<file path="config.mk">
export PLATFORM = sky130hd
export DESIGN_NAME = dmem_addr_unit
export DESIGN_NICKNAME = d
export VERILOG_FILES = /design/src/rtl/dmau_pkg.sv /design/src/rtl/dmau_bank_reg.sv /design/src/rtl/dmau_ptr_reg.sv /design/src/rtl/dmau_addr_sel.sv /design/src/rtl/dmem_addr_unit.sv
export SDC_FILE = /design/constraint.sdc
export NUM_CORES = 1
export LEC_CHECK = 0
export BUFFER_PORTS_ARGS = -buffer_cell sky130_fd_sc_hd__buf_2
export CORE_MARGIN = 2
export CORE_UTILIZATION = 35
export DETAILED_ROUTE_END_ITERATION = 10
export PLACE_DENSITY = 0.64
export SYNTH_ARGS = -nofsm -noshare
export SYNTH_HDL_FRONTEND = slang
export SYNTH_SLANG_ARGS = --single-unit
</file>
<file path="constraint.sdc">
create_clock -name clk -period 2.3 [get_ports clk]
set_clock_uncertainty 0.15 [all_clocks]
set_input_delay 0.69 -clock clk [delete_from_list [all_inputs] [get_ports clk]]
set_output_delay 0.69 -clock clk [all_outputs]
set_load 0.05 [all_outputs]
</file>
<file path="src/rtl/dmau_pkg.sv">
package dmau_pkg;
   typedef enum logic [1:0] {
      WR_BANK   = 2'd0,
      WR_PTR_LO = 2'd1,
      WR_PTR_HI = 2'd2,
      WR_NONE   = 2'd3
   } wr_sel_e;
endpackage

</file>
<file path="src/rtl/dmau_bank_reg.sv">
module dmau_bank_reg #(
   parameter int BSR_W = 4
) (
   input  logic             clk,
   input  logic             rst_n,
   input  logic             we,
   input  logic [BSR_W-1:0] din,
   output logic [BSR_W-1:0] bank_q
);
   always_ff @(posedge clk or negedge rst_n) begin
      if (!rst_n)  bank_q <= '0;
      else if (we) bank_q <= din;
   end
endmodule

</file>
<file path="src/rtl/dmau_ptr_reg.sv">
module dmau_ptr_reg #(
   parameter int ADDR_W     = 12,
   parameter int LO_W       = 8,
   parameter bit POSTINC_EN = 1'b1,
   localparam int HI_W      = ADDR_W - LO_W
) (
   input  logic              clk,
   input  logic              rst_n,
   input  logic              we_lo,
   input  logic              we_hi,
   input  logic              inc,
   input  logic [LO_W-1:0]   lo_din,
   input  logic [HI_W-1:0]   hi_din,
   output logic [ADDR_W-1:0] ptr_q
);
   logic [ADDR_W-1:0] ptr_nx;

   generate
      if (POSTINC_EN) begin : g_inc
         always_comb begin
            ptr_nx = ptr_q;
            if (we_lo)      ptr_nx[LO_W-1:0]      = lo_din;
            else if (we_hi) ptr_nx[ADDR_W-1:LO_W] = hi_din;
            else if (inc)   ptr_nx                = ptr_q + 1'b1;
         end
      end else begin : g_noinc
         logic unused_inc;
         assign unused_inc = inc;
         always_comb begin
            ptr_nx = ptr_q;
            if (we_lo)      ptr_nx[LO_W-1:0]      = lo_din;
            else if (we_hi) ptr_nx[ADDR_W-1:LO_W] = hi_din;
         end
      end
   endgenerate

   always_ff @(posedge clk or negedge rst_n) begin
      if (!rst_n) ptr_q <= '0;
      else        ptr_q <= ptr_nx;
   end
endmodule

</file>
<file path="src/rtl/dmau_addr_sel.sv">
module dmau_addr_sel #(
   parameter int               ADDR_W    = 12,
   parameter int               OFS_W     = 8,
   parameter int               NUM_PTR   = 2,
   parameter int               ACC_SPLIT = 128,
   parameter logic [ADDR_W-1:0] SFR_BASE = 12'hF80,
   localparam int BSR_W     = ADDR_W - OFS_W,
   localparam int PTR_IDX_W = (NUM_PTR > 1) ? $clog2(NUM_PTR) : 1
) (
   input  logic [OFS_W-1:0]          op_field,
   input  logic                      acc_sel,
   input  logic                      ind_sel,
   input  logic [PTR_IDX_W-1:0]      ptr_idx,
   input  logic [BSR_W-1:0]          bank_q,
   input  logic [NUM_PTR*ADDR_W-1:0] ptr_flat,
   output logic [ADDR_W-1:0]         addr_out,
   output logic                      sfr_hit
);
   logic [ADDR_W-1:0] ptr_sel;
   logic [ADDR_W-1:0] acc_addr;
   logic              op_high;

   always_comb begin
      ptr_sel = '0;
      for (int i = 0; i < NUM_PTR; i++) begin
         if (PTR_IDX_W'(i) == ptr_idx) ptr_sel = ptr_flat[i*ADDR_W +: ADDR_W];
      end
   end

   generate
      if (ACC_SPLIT >= (1 << OFS_W)) begin : g_acc_low_only
         assign op_high = 1'b0;
      end else begin : g_acc_split
         assign op_high = (op_field >= OFS_W'(ACC_SPLIT));
      end
   endgenerate

   assign acc_addr = op_high ? {{BSR_W{1'b1}}, op_field} : {{BSR_W{1'b0}}, op_field};

   always_comb begin
      if (ind_sel)      addr_out = ptr_sel;
      else if (acc_sel) addr_out = acc_addr;
      else              addr_out = {bank_q, op_field};
   end

   assign sfr_hit = (addr_out >= SFR_BASE);
endmodule

</file>
<file path="src/rtl/dmem_addr_unit.sv">
module dmem_addr_unit #(
   parameter int               ADDR_W     = 12,
   parameter int               OFS_W      = 8,
   parameter int               NUM_PTR    = 2,
   parameter int               ACC_SPLIT  = 128,
   parameter logic [ADDR_W-1:0] SFR_BASE  = 12'hF80,
   parameter bit               POSTINC_EN = 1'b1,
   localparam int BSR_W     = ADDR_W - OFS_W,
   localparam int HI_W      = ADDR_W - 8,
   localparam int PTR_IDX_W = (NUM_PTR > 1) ? $clog2(NUM_PTR) : 1
) (
   input  logic                 clk,
   input  logic                 rst_n,
   input  logic [OFS_W-1:0]     op_field,
   input  logic                 acc_sel,
   input  logic                 ind_sel,
   input  logic [PTR_IDX_W-1:0] ptr_idx,
   input  logic                 post_inc,
   input  logic                 wr_en,
   input  logic [1:0]           wr_sel,
   input  logic [PTR_IDX_W-1:0] wr_ptr,
   input  logic [7:0]           wr_data,
   output logic [ADDR_W-1:0]    addr_out,
   output logic                 sfr_hit
);
   import dmau_pkg::*;

   generate
      if (ADDR_W <= 8 || ADDR_W > 16) begin : g_bad_addr_w
         $error("dmem_addr_unit: ADDR_W must be 9..16");
      end
      if (OFS_W < 1 || OFS_W >= ADDR_W || BSR_W > 8) begin : g_bad_ofs_w
         $error("dmem_addr_unit: OFS_W must leave 1..8 bank bits");
      end
      if (NUM_PTR < 1 || NUM_PTR > 16) begin : g_bad_nptr
         $error("dmem_addr_unit: NUM_PTR must be 1..16");
      end
      if (ACC_SPLIT < 0 || ACC_SPLIT > (1 << OFS_W)) begin : g_bad_split
         $error("dmem_addr_unit: ACC_SPLIT out of operand range");
      end
   endgenerate

   wr_sel_e                   wsel;
   logic                      bank_we;
   logic [BSR_W-1:0]          bank_q;
   logic [NUM_PTR*ADDR_W-1:0] ptr_flat;

   assign wsel    = wr_sel_e'(wr_sel);
   assign bank_we = wr_en && (wsel == WR_BANK);

   dmau_bank_reg #(.BSR_W(BSR_W)) u_bank (
      .clk    (clk),
      .rst_n  (rst_n),
      .we     (bank_we),
      .din    (wr_data[BSR_W-1:0]),
      .bank_q (bank_q)
   );

   generate
      for (genvar g = 0; g < NUM_PTR; g++) begin : g_ptr
         logic hit_w;
         logic hit_r;
         assign hit_w = (wr_ptr  == PTR_IDX_W'(g));
         assign hit_r = (ptr_idx == PTR_IDX_W'(g));

         dmau_ptr_reg #(
            .ADDR_W     (ADDR_W),
            .LO_W       (8),
            .POSTINC_EN (POSTINC_EN)
         ) u_ptr (
            .clk    (clk),
            .rst_n  (rst_n),
            .we_lo  (wr_en && (wsel == WR_PTR_LO) && hit_w),
            .we_hi  (wr_en && (wsel == WR_PTR_HI) && hit_w),
            .inc    (ind_sel && post_inc && hit_r),
            .lo_din (wr_data),
            .hi_din (wr_data[HI_W-1:0]),
            .ptr_q  (ptr_flat[g*ADDR_W +: ADDR_W])
         );
      end
   endgenerate

   dmau_addr_sel #(
      .ADDR_W    (ADDR_W),
      .OFS_W     (OFS_W),
      .NUM_PTR   (NUM_PTR),
      .ACC_SPLIT (ACC_SPLIT),
      .SFR_BASE  (SFR_BASE)
   ) u_sel (
      .op_field (op_field),
      .acc_sel  (acc_sel),
      .ind_sel  (ind_sel),
      .ptr_idx  (ptr_idx),
      .bank_q   (bank_q),
      .ptr_flat (ptr_flat),
      .addr_out (addr_out),
      .sfr_hit  (sfr_hit)
   );
endmodule

</file>
==> qor.yml <==
drt:
  viasPerCell: 5.81
  dr.pass1.iters: 4
  wirelength_um: 6280
  drc: 0
  drtIter0Drc: 169
  wire_per_inst_um: 16.9
  detail-route-antenna-nets: 0
  num_vias: 2162
critical_path:
  crit_chain: "buf_12 -> mux2i_4 -> mux2i_4 -> nand4_1 -> nor3_4 -> buf_6"
  slowest_stage: "mux2i_4"
  cp-end-kind: "output port"
  cp_slowest_stage_delay_ns: 0.19
  reg2regPathDepth: 5
  crit_path_frequent_cell: "mux2i_4"
  critical_path_arrival_ns: 1.62
  worstPathRequired_ns: 1.46
  worst_setup_path_start_kind: "input port"
  path_max_fanout: 4
  path_class: "input port to output port"
job:
  max_cap_viol_count: 0
synth:
  synth_edf_count: 0
  synth_area_leader_cell: "dfrtp_1"
  synthesis.area_um2: 2100
  async_flop_share_pct: 100
  yosysUniqueCellTypes: 50
  syn_area_per_cell_um2: 8.51
  synthCells: 247
  synth_area_leaders: "dfrtp_1 (33%), mux2i_1 (10%), a21oi_1 (6.7%)"
  netlist.area_leader.share_pct: 33.3
  syn-num-nets: 275
  ys_warn_count: 0
  ys_ff_latch: 28
  synth_ff_type: "dfrtp_1"
  seq_area_frac_synth_pct: 33.3
cells_and_area:
  fin_cells: 372
  num-nets-final: 326
  most-common-layout-cells: "dfrtp_1 (28), nand2_1 (25), buf_2 (25)"
  antenna_cells: 0
  fill_cells: 543
  syn_to_final_growth_pct: 39.9
  multi_input_area_um2: 1530
  layout-drive-gt1-share_pct: 34.7
  ff_latch_area_um2: 701
  layout_commonest_cell: "dfrtp_1"
clocking:
  cts_buffers: 3
  cts_max_level: 1
  clk_latency_ns: 0.27
  cts_tree: "done"
  cts_hold_buf: 0
  cts.clk_slew.worst_paths_ns: 0.10
  clockRootBuffer: "clkbuf_8"
  clock_sinks: 28
  clockBufferDepth: 2
die:
  fp-row-count: 28
  boundaryPins: 39
  core_region_area_um2: 5850
  initial_core_util_pct: 35.9
  die_x_um: 81.5
  die_y_um: 81.5
  die-area_um2: 6640
global_routing:
  grt_pass1_wl_um: 10100
  grt-ovfl-total: 0
  grt_use_total_pct: 20.0
  grt_max_degree: 29
  antenna_found_initial: 0
  first_global_vias: 1940
sta:
  fin_crit_sh_pct: 107
  fmax_mhz: 406
  slew_headroom_pct: 54.6
  period_minus_slack_ns: 2.46
  finalHoldViolCount: 0
  slew_violations: 0
  final-setup-viol-count: 9
  holdWs_ns: 0.290
  tightest_slew_ns: 0.681
  rsz0062_at_grt: "yes"
  fin_ws_ns: -0.160
placed_design:
  place_congestion: 0.870
  io_buffers: 38
  hpwlAfterDp_um: 4580
  dp.cells: 366
  post-place-ws_ns: -0.413
outcome:
  status: "finished, violations left"
  violations: "setup timing"
min_path:
  hp-class: "input port to asynchronous set/reset pin"
pwr:
  cellPowerDensity_nw_per_um2: 768
  ir_drop_v: 0.000390
  power.leakage_nw: 1.23
[worst max-delay path: cells and delay by family]
family	cells	cell delay [ns]
muxes	2	0.34
and+or+nand+nor	2	0.29
buffers and inverters	2	0.29
[flip-flops by register name, indices dropped and copies added (netlist names)]
signal,cells
u_bank.bank_q,4
g_ptr.u_ptr.ptr_q,24
[worst paths after layout]
kind,startpoint,endpoint,slack [ns]
worst max-delay path,acc_sel,sfr_hit,-0.16
worst min-delay path,rst_n,u_bank.bank_q[2]$_DFFE_PN0P_,0.29
worst max register to register,g_ptr[1].u_ptr.ptr_q[0]$_DFFE_PN0P_,g_ptr[1].u_ptr.ptr_q[8]$_DFFE_PN0P_,0.23
worst min register to register,u_bank.bank_q[0]$_DFFE_PN0P_,u_bank.bank_q[0]$_DFFE_PN0P_,0.39
max in group asynchronous,rst_n,g_ptr[1].u_ptr.ptr_q[6]$_DFFE_PN0P_,1.27
min in group clk,u_bank.bank_q[0]$_DFFE_PN0P_,u_bank.bank_q[0]$_DFFE_PN0P_,0.39
[cells by family (layout without fill, tap and decap cells)]
group           Yosys count  after routing  synth area share, %
buf+inv                  18             68                 4.46
simple gates            105            105                 28.3
flops                    28             28                 33.3
compound gates           68             68                 20.2
fa+ha+maj                 2              2                 1.19
xor+xnor                  1              1                0.417
mux                      25             25                 12.1
[cell usage after synthesis (3+ instances only)]
cell / number
a211oi_1: 3
a21o_1: 3
a21oi_1: 28
a221o_1: 3
and2_1: 3
and4_1: 3
and4b_1: 3
buf_2: 4
clkbuf_1: 10
dfrtp_1: 28
mux2_2: 4
mux2i_1: 21
nand2_1: 25
nand3_1: 10
nand4_1: 5
nor2_1: 18
nor3_1: 8
nor3b_1: 4
nor4_1: 6
o21ai_0: 10
o22ai_1: 6
[final cells by class]
| type | instances | area share [%] |
|---|---|---|
| multi-input cells | 201 | 51.9 |
| well taps | 75 | 3.19 |
| clock buffers | 4 | 1.87 |
| inverters | 2 | 0.255 |
| flip-flops and latches | 28 | 23.8 |
| repair buffers | 62 | 19.0 |
[report_power, final]
| group | total (mW) | switching (mW) | leakage, nW | internal (mW) |
|---|---|---|---|---|
| clock network | 0.309 | 0.156 | 0.0288 | 0.153 |
| registers | 0.899 | 0.252 | 0.329 | 0.648 |
| logic | 1.05 | 0.567 | 0.870 | 0.482 |
| total | 2.26 | 0.974 | 1.23 | 1.28 |
[through the flow]
step                      TNS [ns]  utilization (%)  power (mW)  cell area, µm²
after detailed placement     -5.79             44.8        1.83            2620
final                       -0.636             50.3        2.26            2940
after global placement       -4.98             44.8        1.81            2620
after floorplan              -1.64                -        1.55            2290
after CTS                   -0.469             48.8        2.24            2850
after global routing        -0.899             50.3        2.42            2940
[metal layers]
metal	wire length (µm)	GRT usage, %	up-vias	part of all wire (%)
met2	2900	33.4	74	46
met5	0	0	-	0
met1	2910	27.7	1040	46
met4	90	4.92	0	1.4
met3	374	2.42	8	6.0
li1	-	-	1040	-
[repair_timing]
item | 4_1_cts | 5_1_grt
setup endpoints to repair | 15 | 9
gates cloned | 1 | 0
pin swaps | 7 | 8
resized for setup | 43 | 18
buffers inserted | 1 | 3
Power figures use the tool's default switching activity.
